$ cat src/rtl/rsg_pkg.sv
package rsg_pkg;
  typedef enum logic {
    RST_RELEASED = 1'b0,
    RST_HELD     = 1'b1
  } rst_state_e;

  function automatic int cnt_width(input int n);
    return (n > 2) ? $clog2(n) : 1;
  endfunction
endpackage

$ cat src/rtl/rsg_sync.sv
module rsg_sync #(
  parameter int   STAGES  = 2,
  parameter logic RST_VAL = 1'b1
) (
  input  logic clk_i,
  input  logic rst_ni,
  input  logic d_i,
  output logic q_o
);
  logic [STAGES-1:0] chain_q;

  generate
    for (genvar s = 0; s < STAGES; s++) begin : g_stage
      always_ff @(posedge clk_i or negedge rst_ni) begin
        if (!rst_ni) chain_q[s] <= RST_VAL;
        else if (s == 0) chain_q[s] <= d_i;
        else chain_q[s] <= chain_q[(s > 0) ? s - 1 : 0];
      end
    end
  endgenerate

  assign q_o = chain_q[STAGES-1];
endmodule

$ cat src/rtl/rsg_trig.sv
module rsg_trig #(
  parameter int N_MON = 6
) (
  input  logic [N_MON-1:0] fault_i,
  input  logic [N_MON-1:0] fault_mask_i,
  input  logic             mreset_sync_ni,
  input  logic             wdt_en_i,
  input  logic             wdt_expire_i,
  output logic             trig_o
);
  logic [N_MON-1:0] fault_hit;

  generate
    for (genvar k = 0; k < N_MON; k++) begin : g_mon
      assign fault_hit[k] = fault_i[k] & fault_mask_i[k];
    end
  endgenerate

  // manual reset has no mask by design
  assign trig_o = (|fault_hit) | ~mreset_sync_ni | (wdt_en_i & wdt_expire_i);
endmodule

$ cat src/rtl/rsg_early.sv
module rsg_early #(
  parameter int N_PUP = 4,
  parameter int SEL_W = 2
) (
  input  logic             clk_i,
  input  logic             rst_ni,
  input  logic [N_PUP-1:0] pup_i,
  input  logic [SEL_W-1:0] pup_sel_i,
  input  logic             seq_on_i,
  input  logic             early_en_i,
  output logic             early_o
);
  logic [N_PUP-1:0] pup_q;
  logic             sel_now, sel_prev;

  always_ff @(posedge clk_i or negedge rst_ni) begin
    if (!rst_ni) pup_q <= '0;
    else         pup_q <= pup_i;
  end

  always_comb begin
    sel_now  = 1'b0;
    sel_prev = 1'b0;
    for (int i = 0; i < N_PUP; i++) begin
      if (SEL_W'(i) == pup_sel_i) begin
        sel_now  = pup_i[i];
        sel_prev = pup_q[i];
      end
    end
  end

  assign early_o = seq_on_i & early_en_i & sel_now & ~sel_prev;
endmodule

$ cat src/rtl/rsg_timer.sv
module rsg_timer
  import rsg_pkg::*;
#(
  parameter int TIMEOUT_CYCLES = 16,
  localparam int CNT_W = cnt_width(TIMEOUT_CYCLES)
) (
  input  logic clk_i,
  input  logic rst_ni,
  input  logic trig_i,
  input  logic early_i,
  output logic rst_no
);
  localparam logic [CNT_W-1:0] LAST = CNT_W'(TIMEOUT_CYCLES - 1);

  rst_state_e       state_q;
  logic [CNT_W-1:0] cnt_q;

  always_ff @(posedge clk_i or negedge rst_ni) begin
    if (!rst_ni) begin
      state_q <= RST_HELD;
      cnt_q   <= '0;
    end else if (trig_i) begin
      state_q <= RST_HELD;
      cnt_q   <= '0;
    end else if (state_q == RST_HELD) begin
      if (early_i || cnt_q == LAST) begin
        state_q <= RST_RELEASED;
        cnt_q   <= '0;
      end else begin
        cnt_q <= cnt_q + 1'b1;
      end
    end
  end

  assign rst_no = (state_q == RST_RELEASED);
endmodule

$ cat src/rtl/rst_stretch_gen.sv
module rst_stretch_gen #(
  parameter int N_MON          = 6,
  parameter int N_PUP          = 4,
  parameter int TIMEOUT_CYCLES = 16,
  localparam int SEL_W = (N_PUP > 1) ? $clog2(N_PUP) : 1
) (
  input  logic             clk_i,
  input  logic             rst_ni,
  input  logic [N_MON-1:0] fault_i,
  input  logic [N_MON-1:0] fault_mask_i,
  input  logic             mreset_ni,
  input  logic             wdt_en_i,
  input  logic             wdt_expire_i,
  input  logic             seq_on_i,
  input  logic             early_en_i,
  input  logic [SEL_W-1:0] pup_sel_i,
  input  logic [N_PUP-1:0] pup_i,
  output logic             rst_no
);
  logic mreset_sync_n, trig, early;

  rsg_sync #(.STAGES(2), .RST_VAL(1'b1)) u_sync (
    .clk_i(clk_i), .rst_ni(rst_ni), .d_i(mreset_ni), .q_o(mreset_sync_n)
  );

  rsg_trig #(.N_MON(N_MON)) u_trig (
    .fault_i(fault_i), .fault_mask_i(fault_mask_i), .mreset_sync_ni(mreset_sync_n),
    .wdt_en_i(wdt_en_i), .wdt_expire_i(wdt_expire_i), .trig_o(trig)
  );

  rsg_early #(.N_PUP(N_PUP), .SEL_W(SEL_W)) u_early (
    .clk_i(clk_i), .rst_ni(rst_ni), .pup_i(pup_i), .pup_sel_i(pup_sel_i),
    .seq_on_i(seq_on_i), .early_en_i(early_en_i), .early_o(early)
  );

  rsg_timer #(.TIMEOUT_CYCLES(TIMEOUT_CYCLES)) u_timer (
    .clk_i(clk_i), .rst_ni(rst_ni), .trig_i(trig), .early_i(early), .rst_no(rst_no)
  );
endmodule

$ cat config.mk
export PLATFORM = sky130hd
export DESIGN_NAME = rst_stretch_gen
export DESIGN_NICKNAME = d
export VERILOG_FILES = /design/src/rtl/rsg_pkg.sv /design/src/rtl/rsg_sync.sv /design/src/rtl/rsg_trig.sv /design/src/rtl/rsg_early.sv /design/src/rtl/rsg_timer.sv /design/src/rtl/rst_stretch_gen.sv
export SDC_FILE = /design/constraint.sdc
export NUM_CORES = 1
export LEC_CHECK = 0
export CORE_AREA = 10 10 47 49
export DETAILED_ROUTE_END_ITERATION = 8
export DIE_AREA = 0 0 57 59
export GPL_TIMING_DRIVEN = 0
export PLACE_DENSITY = 0.8
export SETUP_SLACK_MARGIN = 0.2
export SYNTH_ARGS = -nofsm -noshare
export SYNTH_HDL_FRONTEND = slang
export SYNTH_HIERARCHICAL = 1
export SYNTH_SLANG_ARGS = --single-unit
$ cat constraint.sdc
create_clock -name clk_i -period 2.8 [get_ports clk_i]
set_input_delay 0.56 -clock clk_i [delete_from_list [all_inputs] [get_ports clk_i]]
set_output_delay 0.56 -clock clk_i [all_outputs]
set_load 0.05 [all_outputs]
==> results.md, run 1 <==
* Cell type with the largest total area after synthesis: sky130_fd_sc_hd__dfrtp_1
* Clk network pwr share at 33.3%
* Largest cells by area after synthesis: sky130_fd_sc_hd__dfrtp_1 40%, sky130_fd_sc_hd__dfstp_2 16%, sky130_fd_sc_hd__nand2_1 4.5%
* TritonCTS Sinks at 11
* Area delta synth->final at 59.5%
* Filler cell count at 143
* Initial detailed-routing violation count at 6
* Area of the die at 3360 um^2
* Cell Area, Synth at 498 um^2
* Inserted Clock Buffers at 3
* Async SR Flop Fraction at 100%
* Kind of capture point of the worst setup path: primary output
* Pin count of the biggest net entering global routing at 12
* Final Total Pwr at 0.000328 W
* Antenna diode count at 0
* Vias in the first global route at 504
* Sequential cell area fraction in the yosys report at 56.0%
* Cell with the most instances after synthesis: sky130_fd_sc_hd__dfrtp_1
* Number of enable flip-flop cells after synthesis at 0
* Remaining global-route overflow at 0
* Worst setup path startpoint: u_timer/state_q
* Clock root cell: sky130_fd_sc_hd__clkbuf_4
* Kind of launch point of the worst setup path: flip-flop
* CTS tree: yes
* Number of nets in the layout at 100
* Maximum clock insertion buffer count at 2
* Total wire length at 1230 um
* Total I/O pin count at 26
* Cells after synthesis at 44
* Synth top area share at 40.2%
* Outcome: finished clean
* Total number of H-tree levels at 1
* Count of different cell masters after synthesis at 22
* Number of failing hold endpoints at the final stage at 0
* Final setup violation count at 0
* Register-to-Register Path Depth at 6
* Sequential cell area in the final layout at 279 um^2
* Cells after DPL at 85
* Max Fanout on Critical Path at 5
* Clock insertion delay at the later pin of the skew report at 0.27 ns
* DR pass1 iterations at 2
* Total of max-cap violations at 0
* Period Utilization, post-route at 76.3%
* Post_cts resized at 0
* Arrival time at the worst endpoint at 1.58 ns
* Internal power at 0.000257 W
* Overall Global Routing Usage at 7.85%
* Worst hold path class: flip-flop to flip-flop
* Static Leakage at 0.326 nW
* Ratio of cells with drive above 1 in the final layout at 12.3%
* CP peak stage delay at 0.69 ns
* Commonest cells in the netlist: 8 x sky130_fd_sc_hd__dfrtp_1, 6 x sky130_fd_sc_hd__nand2_1, 4 x sky130_fd_sc_hd__inv_1
* Cell breakdown of the critical path: inv_1 -> clkdlybuf4s50_1
* Worst reg2reg path startpoint: u_early/pup_q[3]
* Number of max-slew violations in the final report at 0
* Final HPWL from detailed placement at 1060 um
* Antenna violations before repair at 0
* Worst path required time at 2.24 ns
* Cts-stage hold buffer count at 0
* Average via count per standard cell at 5.13
* Area of the multi-input gates at 204 um^2
* Sequential fraction of design power at 51.0%
* Area of the core at 1400 um^2
* Worst VDD drop at 0.197 mV
* Height of the die at 59 um
* Clock slew seen by the registers of the worst setup and hold paths at 0.07 ns
* Source of the worst hold timing path: u_sync/chain_q[0]
* Ys Warns at 6
* Post-route insts no fill at 89
* Average wire per standard cell at 13.8 um
* Switching power summed over all nets at 0.0000707 W
* Mean post-synth cell area at 11.3 um^2
* Clock Skews at 0.00219 ns
* Share of power burned in combinational logic at 15.7%
* Main synth FF type: sky130_fd_sc_hd__dfrtp_1
* Effective utilization at floorplan at 35.5%
* Setup repair after global routing missed its margin: no
* Synthesis-stage register bit count at 11
* Accumulated negative setup slack at 0 ns
* Buffers inserted during post-CTS setup optimization at 0
* Critical-path top delay cell: sky130_fd_sc_hd__clkdlybuf4s50_1
* Count of input and output buffers at 25
* Switch share at 21.6%
* Die Span X at 57 um
* F_max at 468 MHz
* Worst relative slew slack at 66.8%
* Placer's final routability congestion estimate at 0.663
* CP endpoint: rst_no
* Wire length of the first global-routing pass at 2080 um
* Residual DRC count at 0
* End of the worst register-to-register path: u_timer/cnt_q[3]
* Nets in the synthesized netlist at 70
* Row count at 14
* Routed via count at 457
* Worst reg2reg setup slack at 1.32 ns
* Critical path type: flip-flop to primary output
* Time the final worst path needs with I/O delays and setup at 2.14 ns
* Total power divided by cell area at 412 nW/um^2
* ANT nets after route at 0
* Transition time at the pin with the least slew margin at 0.496 ns
==> power by group through the flow <==
stage | clock network [W] | registers [W] | logic [W]
2_1_floorplan | 0 | 0.000169 | 0.0000119
3_3_place_gp | 0 | 0.000170 | 0.0000511
3_5_place_dp | 0 | 0.000170 | 0.0000521
4_1_cts | 0.000113 | 0.000167 | 0.0000522
5_1_grt | 0.000120 | 0.000167 | 0.0000564
6_report | 0.000109 | 0.000167 | 0.0000515
==> worst max-delay path: cells and delay by family, from the launching register on <==
kind / cells / cell delay (ns)
buffers and inverters: 2 / 0.74
flip-flops: 1 / 0.56
==> state kept, by name, summed over array words and instances (netlist names) <==
register	flops
u_early/pup_q	4
u_sync/chain_q	1
u_sync/q_o	1
u_timer/cnt_q	4
u_timer/state_q	1
==> kinds of logic after synthesis <==
| kind of cell | synth area share, % |
|---|---|
| AO/OA/AOI/OAI | 21.9 |
| adder cells (fa/ha/maj) | 2.51 |
| buffers and inverters | 3.01 |
| flip-flops | 56.0 |
| AND/OR/NAND/NOR | 16.6 |
==> metal layers <==
metal | up-vias | GRT usage [%] | part of all wire (%)
li1 | 222 | - | -
met1 | 218 | 7.54 | 39
met2 | 15 | 13.5 | 53
met3 | 2 | 3.43 | 6.3
met4 | 0 | 5.03 | 1.7
met5 | - | 0 | 0
==> placed cells by master, fill, tap and decap left out <==
cell type / instances
sky130_fd_sc_hd__clkdlybuf4s50_1: 25
sky130_fd_sc_hd__dfrtp_1: 8
sky130_fd_sc_hd__nand2_1: 6
sky130_fd_sc_hd__inv_1: 4
sky130_fd_sc_hd__clkbuf_4: 3
sky130_fd_sc_hd__nand3b_1: 3
sky130_fd_sc_hd__dfstp_2: 3
sky130_fd_sc_hd__o21ai_0: 3
sky130_fd_sc_hd__nand3_1: 2
sky130_fd_sc_hd__clkbuf_1: 1
sky130_fd_sc_hd__o32ai_1: 1
sky130_fd_sc_hd__o311ai_1: 1
sky130_fd_sc_hd__o2111a_1: 1
sky130_fd_sc_hd__and2b_2: 1
sky130_fd_sc_hd__a21o_1: 1
sky130_fd_sc_hd__nor2_1: 1
sky130_fd_sc_hd__or3b_1: 1
sky130_fd_sc_hd__a2bb2oi_1: 1
sky130_fd_sc_hd__o22ai_2: 1
sky130_fd_sc_hd__a21oi_1: 1
sky130_fd_sc_hd__ha_1: 1
sky130_fd_sc_hd__a22o_1: 1
sky130_fd_sc_hd__a221oi_2: 1
sky130_fd_sc_hd__a22oi_1: 1
sky130_fd_sc_hd__nand4_1: 1
==> final cells by class <==
type	instances	share of cell area, %
Multi-Input combinational cell	29	25.7
Tap cell	16	2.52
Sequential cell	11	35.1
Timing Repair Buffer	25	31.5
Clock buffer	4	3.31
Inverter	4	1.89
==> how the worst min path moves through the flow <==
stage / to / cells past startpoint
2_1_floorplan: u_early/pup_q[0] / 0
3_3_place_gp: u_sync/q_o / 0
3_5_place_dp: u_sync/q_o / 0
4_1_cts: u_sync/q_o / 0
5_1_grt: u_sync/q_o / 0
6_report: u_sync/q_o / 0
==> through the flow <==
step | utilization [%] | setup WS [ns] | cell area, um^2 | hold slack (ns)
6_report | 56.7 | 0.665 | 795 | 0.361
5_1_grt | 56.7 | 0.612 | 795 | 0.362
4_1_cts | 56.7 | 0.651 | 795 | 0.362
3_5_place_dp | 54.8 | 0.580 | 768 | 0.352
3_3_place_gp | 54.8 | 0.588 | 768 | 0.347
2_1_floorplan | - | 1.19 | 498 | 0.264
No activity file was read; power rests on OpenSTA's default activity.
==> inputs of run 2 (changes only) <==
Settings changed: CORE_AREA 10 10 47 49 to not set, CORE_MARGIN set to 10, CORE_UTILIZATION set to 33, DIE_AREA 0 0 57 59 to not set, PLACE_DENSITY 0.8 to 0.75.
Clock period 2.8 ns to 1.76 ns, I/O delays scaled along.
==> run 2 against run 1 <==
Sequential share of layout area fell by 1.6 points; cell area increased by 4.9%; highest routed layer is now met3; core utilization increased by 4.3 points; combinational power grew 63%; setup slack lost 0.41 ns; first-iteration DRC count fell by 67%; flip-flop and latch count unchanged; critical endpoint is now u_timer/cnt_q[3].
==> results.md, run 2 (synthesis results as in run 1) <==
* Vias in the first global route at 491 (-2.6%)
* Effective utilization at floorplan at 36.4% (+0.91 points)
* Clock insertion delay at the later pin of the skew report at 0.26 ns (about the same)
* Switching power summed over all nets at 0.000106 W (+50%)
* Wire length of the first global-routing pass at 2200 um (+6.0%)
* Pin count of the biggest net entering global routing at 12 (unchanged)
* Average via count per standard cell at 5.02 (-2.2%)
* Clock root cell: sky130_fd_sc_hd__clkbuf_4
* Inserted Clock Buffers at 3 (unchanged)
* Number of max-slew violations in the final report at 0 (unchanged)
* Top flop regs: u_early/pup_q (4), u_timer/cnt_q (4)
* Count of input and output buffers at 25 (unchanged)
* Residual DRC count at 0 (unchanged)
* Routed via count at 457 (unchanged)
* Most frequent cells in the layout: 15 x sky130_fd_sc_hd__clkdlybuf4s50_1, 8 x sky130_fd_sc_hd__dfrtp_1, 6 x sky130_fd_sc_hd__nand2_1, 5 x sky130_fd_sc_hd__dlygate4sd2_1
* Clock Skews at 0.00393 ns (+0.00173 ns)
* Most frequent standard cell in the layout excluding fill and tap cells: sky130_fd_sc_hd__clkdlybuf4s50_1
* Average wire per standard cell at 14.3 um (+3.7%)
* Initial detailed-routing violation count at 2 (-4)
* Number of nets in the layout at 103 (+3.0%)
* Worst relative slew slack at 68.3% (+1.4 points)
* Clk network pwr share at 31.8% (-1.5 points)
* Worst path required time at 1.95 ns (-0.29 ns)
* Final Total Pwr at 0.000513 W (+57%)
* Placer's final routability congestion estimate at 0.775 (+17%)
* Overall Global Routing Usage at 7.90% (+0.052 points)
* ANT nets after route at 0 (unchanged)
* Antenna violations before repair at 0 (unchanged)
* Final setup violation count at 0 (unchanged)
* Maximum clock insertion buffer count at 2 (unchanged)
* Area of the die at 3460 um^2 (+3.0%)
* Sequential fraction of design power at 51.9% (+0.9 points)
* Critical path type: primary input to flip-flop
* Outcome: finished clean
* Worst hold path class: primary input to flip-flop
* Kind of launch point of the worst setup path: primary input
* Hold slack final at 0.340 ns (-0.0210 ns)
* Transition time at the pin with the least slew margin at 0.474 ns (-0.0214 ns)
* Time the final worst path needs with I/O delays and setup at 1.51 ns
* Area delta synth->final at 67.3%
* DR pass1 iterations at 2 (unchanged)
* Accumulated negative setup slack at 0 ns (unchanged)
* Period Utilization, post-route at 85.6%
* Cells after DPL at 84 (-1.2%)
* Ratio of cells with drive above 1 in the final layout at 19.7% (+7.4 points)
* TritonCTS Sinks at 11 (unchanged)
* Total wire length at 1310 um (+6.0%)
* CTS tree: yes
* Worst reg2reg setup slack at 0.27 ns (-1.05 ns)
* Height of the die at 58.8 um (-0.26%)
* Worst VDD drop at 0.508 mV (+160%)
* Cts-stage hold buffer count at 0 (unchanged)
* Max Fanout on Critical Path at 3 (-2)
* Share of power burned in combinational logic at 16.4% (+0.7 points)
* Number of failing hold endpoints at the final stage at 0 (unchanged)
* Antenna diode count at 0 (unchanged)
* Clock slew seen by the registers of the worst setup and hold paths at 0.07 ns (about the same)
* Arrival time at the worst endpoint at 1.69 ns (+0.11 ns)
* Kind of capture point of the worst setup path: flip-flop
* Switch share at 20.6% (-0.97 points)
* Internal power at 0.000408 W (+59%)
* Total power divided by cell area at 616 nW/um^2 (+49%)
* F_max at 664 MHz
* Total I/O pin count at 26 (unchanged)
* Static Leakage at 0.389 nW (+19%)
* Remaining global-route overflow at 0 (unchanged)
* Area of the core at 1370 um^2 (-2.5%)
* Post-route insts no fill at 91 (+2.2%)
* Total number of H-tree levels at 1 (unchanged)
* Die Span X at 58.8 um (+3.2%)
* Row count at 13 (-1)
* Total of max-cap violations at 0 (unchanged)
* Setup repair after global routing missed its margin: yes
## run 2: cell count changes in the layout (fill, tap and decap cells not counted)
cell | before | now
sky130_fd_sc_hd__buf_6 | 0 | 1
sky130_fd_sc_hd__dlygate4sd2_1 | 0 | 5
sky130_fd_sc_hd__o32ai_1 | 1 | 0
sky130_fd_sc_hd__o32ai_2 | 0 | 1
sky130_fd_sc_hd__o21ai_1 | 0 | 2
sky130_fd_sc_hd__nor2_4 | 0 | 1
sky130_fd_sc_hd__clkdlybuf4s50_1 | 25 | 15
sky130_fd_sc_hd__nor2_1 | 1 | 0
sky130_fd_sc_hd__dlymetal6s2s_1 | 0 | 4
sky130_fd_sc_hd__buf_2 | 0 | 1
sky130_fd_sc_hd__buf_4 | 0 | 2
sky130_fd_sc_hd__o21ai_0 | 3 | 1
## run 2: worst paths after layout
kind / end / depth (start not counted) / from
setup / recovery: u_timer/cnt_q[3] / 6 / pup_sel_i[0]
hold / removal: u_early/pup_q[0] / 1 / pup_i[0]
setup reg to reg: u_timer/cnt_q[1] / 5 / u_early/pup_q[1]
hold reg to reg: u_sync/q_o / 0 / u_sync/chain_q[0]
max in group asynchronous: u_sync/chain_q[0] / 1 / rst_ni
min in group asynchronous: u_timer/cnt_q[3] / 1 / rst_ni
## run 2: metrics by stage
| step | area, um^2 | util (%) | setup WS (ns) |
|---|---|---|---|
| 6_report | 833 | 61.0 | 0.254 |
| 4_1_cts | 811 | 59.3 | 0.188 |
| 3_5_place_dp | 767 | 56.1 | -0.248 |
| 5_1_grt | 833 | 61.0 | 0.175 |
| 2_1_floorplan | 498 | - | 0.359 |
| 3_3_place_gp | 767 | 56.1 | -0.243 |
## run 2: power by group through the flow
stage	combinational, W	sequential, W	clock (W)
2_1_floorplan	0.0000189	0.000270	0
3_3_place_gp	0.0000818	0.000270	0
3_5_place_dp	0.0000832	0.000270	0
4_1_cts	0.0000837	0.000266	0.000172
5_1_grt	0.0000917	0.000267	0.000189
6_report	0.0000839	0.000266	0.000163
## run 2: what timing repair did
| item | CTS | global route |
|---|---|---|
| setup endpoints to repair | 6 | 4 |
| buffers inserted | 2 | 1 |
| resized for setup | 11 | 9 |
| pin swaps | 6 | 7 |
## run 2: final cells by class
| type | instances | area [um^2] |
|---|---|---|
| inverter | 4 | 15.0 |
| multi-input combinational | 29 | 219 |
| timing repair buffer | 28 | 275 |
| clock buffer | 4 | 26.3 |
| sequential | 11 | 279 |
| tap | 15 | 18.8 |
| fill | 136 | 533 |
## run 2: layer usage
metal / up-vias / global-route usage, % / part of all wire [%]
li1: 229 / - / -
met2: 15 / 14.4 / 54
met4: 0 / 0 / 0
met3: 0 / 4.29 / 8.2
met1: 213 / 8.20 / 38
met5: - / 0 / 0
## run 2: worst max-delay path: stages
cell and delay [ns]:
sky130_fd_sc_hd__clkdlybuf4s50_1 0.48, sky130_fd_sc_hd__o311ai_1 0.09, sky130_fd_sc_hd__o2111a_1 0.17, sky130_fd_sc_hd__or3b_1 0.38, sky130_fd_sc_hd__a2bb2oi_1 0.14, sky130_fd_sc_hd__o22ai_2 0.08
==> inputs of run 3 (changes only) <==
Settings changed: CORE_MARGIN 10 to not set, RECOVER_POWER set to 25.
==> run 3 against run 2 <==
Final cell count down 1.1%; core utilization shrank 0.38 points; cell area shrank 1.8%; non-clock buffer count fell by 1; clock-buffer cell count unchanged; sequential share of layout area is 0.61 points higher; first-iteration DRC count increased to 4.5 times the previous value; global-route usage grew 7.9 points; clock skew up 0.0046 ns; largest power group unchanged.
==> results.md, run 3 (synthesis results as in run 1) <==
* CP peak stage delay at 0.50 ns (+0.02 ns)
* Maximum clock insertion buffer count at 2 (unchanged)
* Critical path type: primary input to flip-flop
* Routed via count at 462 (+1.1%)
* Post-layout utilization of the core at 60.6% (-0.38 points)
* Worst relative slew slack at 67.9% (-0.39 points)
* Accumulated negative setup slack at 0 ns (unchanged)
* Cts-stage hold buffer count at 0 (unchanged)
* Clock Skews at 0.00855 ns (+0.00462 ns)
* End of the worst register-to-register path: u_timer/cnt_q[1]
* Placer's final routability congestion estimate at 0.836 (+7.8%)
* ANT nets after route at 0 (unchanged)
* Row count at 13 (unchanged)
* Average wire per standard cell at 12.8 um (-11%)
* TritonCTS Sinks at 11 (unchanged)
* Pin count of the biggest net entering global routing at 12 (unchanged)
* Antenna violations before repair at 0 (unchanged)
* Final HPWL from detailed placement at 853 um
* Worst hold path class: primary input to flip-flop
* CTS tree: yes
* Count of input and output buffers at 25 (unchanged)
* Worst path required time at 1.96 ns (about the same)
* Transition time at the pin with the least slew margin at 0.480 ns (+0.00589 ns)
* Clock slew seen by the registers of the worst setup and hold paths at 0.07 ns (about the same)
* Die Span X at 40.8 um (-31%)
* Inserted Clock Buffers at 3 (unchanged)
* Average via count per standard cell at 5.13 (+2.2%)
* Area of the core at 1350 um^2 (-1.2%)
* Static Leakage at 0.376 nW (-3.3%)
* Register-to-Register Path Depth at 5 (unchanged)
* Ratio of cells with drive above 1 in the final layout at 18.7% (-1.1 points)
* Most frequent cells in the layout: 14 x sky130_fd_sc_hd__clkdlybuf4s50_1, 8 x sky130_fd_sc_hd__dfrtp_1, 6 x sky130_fd_sc_hd__dlygate4sd2_1, 6 x sky130_fd_sc_hd__nand2_1, 4 x sky130_fd_sc_hd__inv_1
* Vias in the first global route at 412 (-16%)
* Height of the die at 40.8 um (-31%)
* Outcome: finished clean
* Top flop regs: u_early/pup_q (4), u_timer/cnt_q (4)
* Worst reg2reg path startpoint: u_early/pup_q[1]
* Total power divided by cell area at 631 nW/um^2 (+2.4%)
* Remaining global-route overflow at 0 (unchanged)
* Time the final worst path needs with I/O delays and setup at 1.53 ns (+0.0224 ns)
* Cell breakdown of the critical path: clkdlybuf4s50_1 -> o311ai_2 -> o2111a_1 -> or3b_1 -> a2bb2oi_1 -> o22ai_2
* Antenna diode count at 0 (unchanged)
* Kind of capture point of the worst setup path: flip-flop
* Final Total Pwr at 0.000516 W (+0.53%)
* F_max at 654 MHz (-1.5%)
* Setup repair after global routing missed its margin: yes
* Worst reg2reg setup slack at 0.25 ns (-0.02 ns)
* Critical-path top delay cell: sky130_fd_sc_hd__clkdlybuf4s50_1
* Initial detailed-routing violation count at 9 (+7)
* DR pass1 iterations at 4 (+2)
* Hold path cells at 1 (unchanged)
* Effective utilization at floorplan at 36.9% (+0.44 points)
* Area delta synth->final at 64.3%
* Area of the die at 1670 um^2 (-52%)
* Clock root cell: sky130_fd_sc_hd__clkbuf_4
* Period Utilization, post-route at 86.9% (+1.3 points)
* Clock insertion delay at the later pin of the skew report at 0.27 ns (about the same)
* Arrival time at the worst endpoint at 1.73 ns (+0.04 ns)
* Kind of launch point of the worst setup path: primary input
* Hold slack final at 0.329 ns (-0.0115 ns)
* Max Fanout on Critical Path at 3 (unchanged)
* Number of failing hold endpoints at the final stage at 0 (unchanged)
* Worst VDD drop at 0.450 mV (-11%)
* Residual DRC count at 0 (unchanged)
* Final setup violation count at 0 (unchanged)
* Total I/O pin count at 26 (unchanged)
* Number of max-slew violations in the final report at 0 (unchanged)
* Worst Hold Path EP: u_early/pup_q[3]
* Source of the worst hold timing path: pup_i[3]
* Overall Global Routing Usage at 15.8% (+7.9 points)
* Total of max-cap violations at 0 (unchanged)
* Number of nets in the layout at 102 (-0.97%)
* Total number of H-tree levels at 1 (unchanged)
* Most frequent standard cell in the layout excluding fill and tap cells: sky130_fd_sc_hd__clkdlybuf4s50_1
* Wire length of the first global-routing pass at 1620 um (-26%)
* Total wire length at 1150 um (-12%)
==> run 3: cell count changes in the layout (fill, tap and decap cells not counted) <==
| cell | previous run | this run |
|---|---|---|
| sky130_fd_sc_hd__nor2_4 | 1 | 0 |
| sky130_fd_sc_hd__dlygate4sd2_1 | 5 | 6 |
| sky130_fd_sc_hd__dlymetal6s2s_1 | 4 | 3 |
| sky130_fd_sc_hd__nor2_1 | 0 | 1 |
| sky130_fd_sc_hd__o311ai_2 | 0 | 1 |
| sky130_fd_sc_hd__buf_6 | 1 | 0 |
| sky130_fd_sc_hd__clkdlybuf4s25_1 | 0 | 1 |
| sky130_fd_sc_hd__clkdlybuf4s50_1 | 15 | 14 |
| sky130_fd_sc_hd__o311ai_1 | 1 | 0 |
==> run 3: critical path: cells and delay by family <==
family	cells	cell delay, ns
compound gates	4	0.51
buf+inv	1	0.50
simple gates	1	0.35
==> run 3: cell type report <==
class | count | area (um^2)
Clock buffer | 4 | 26.3
Tap cell | 15 | 18.8
Fill cell | 120 | 532
Sequential cell | 11 | 279
Multi-Input combinational cell | 29 | 219
Inverter | 4 | 15.0
Timing Repair Buffer | 27 | 260
==> run 3: where the power goes <==
group	switching (W)	internal (W)
clock network	0.0000787	0.0000875
registers	0.00000403	0.000263
logic	0.0000273	0.0000555
total	0.000110	0.000406
==> run 3: per-layer routing <==
layer,routed length (um),vias up,GRT usage (%)
li1,-,225,-
met1,446,217,19.2
met2,567,18,23.0
met3,131,2,7.07
met4,5,0,8.33
met5,0,-,0
==> run 3: worst max path at each step <==
stage	startpoint	endpoint	slack [ns]
2_1_floorplan	pup_i[1]	u_timer/cnt_q[3]	0.36
3_3_place_gp	pup_i[0]	u_timer/cnt_q[3]	-0.26
3_5_place_dp	pup_i[0]	u_timer/cnt_q[0]	-0.27
4_1_cts	fault_i[1]	u_timer/cnt_q[1]	0.21
5_1_grt	pup_i[0]	u_timer/cnt_q[1]	0.12
6_report	pup_sel_i[0]	u_timer/cnt_q[3]	0.23
==> run 3: what timing repair did <==
action,CTS,global route
pin swaps,8,7
hold endpoints to repair,0,0
setup endpoints to repair,6,3
setup buffers,1,1
resized for setup,15,5
==> run 3: stage by stage <==
stage | instances | setup slack, ns | area (um^2)
finish | 90 | 0.231 | 818
global route | 90 | 0.121 | 818
CTS | 89 | 0.208 | 795
detailed placement | 84 | -0.270 | 767
global placement | 84 | -0.255 | 767
floorplan | 44 | 0.359 | 498
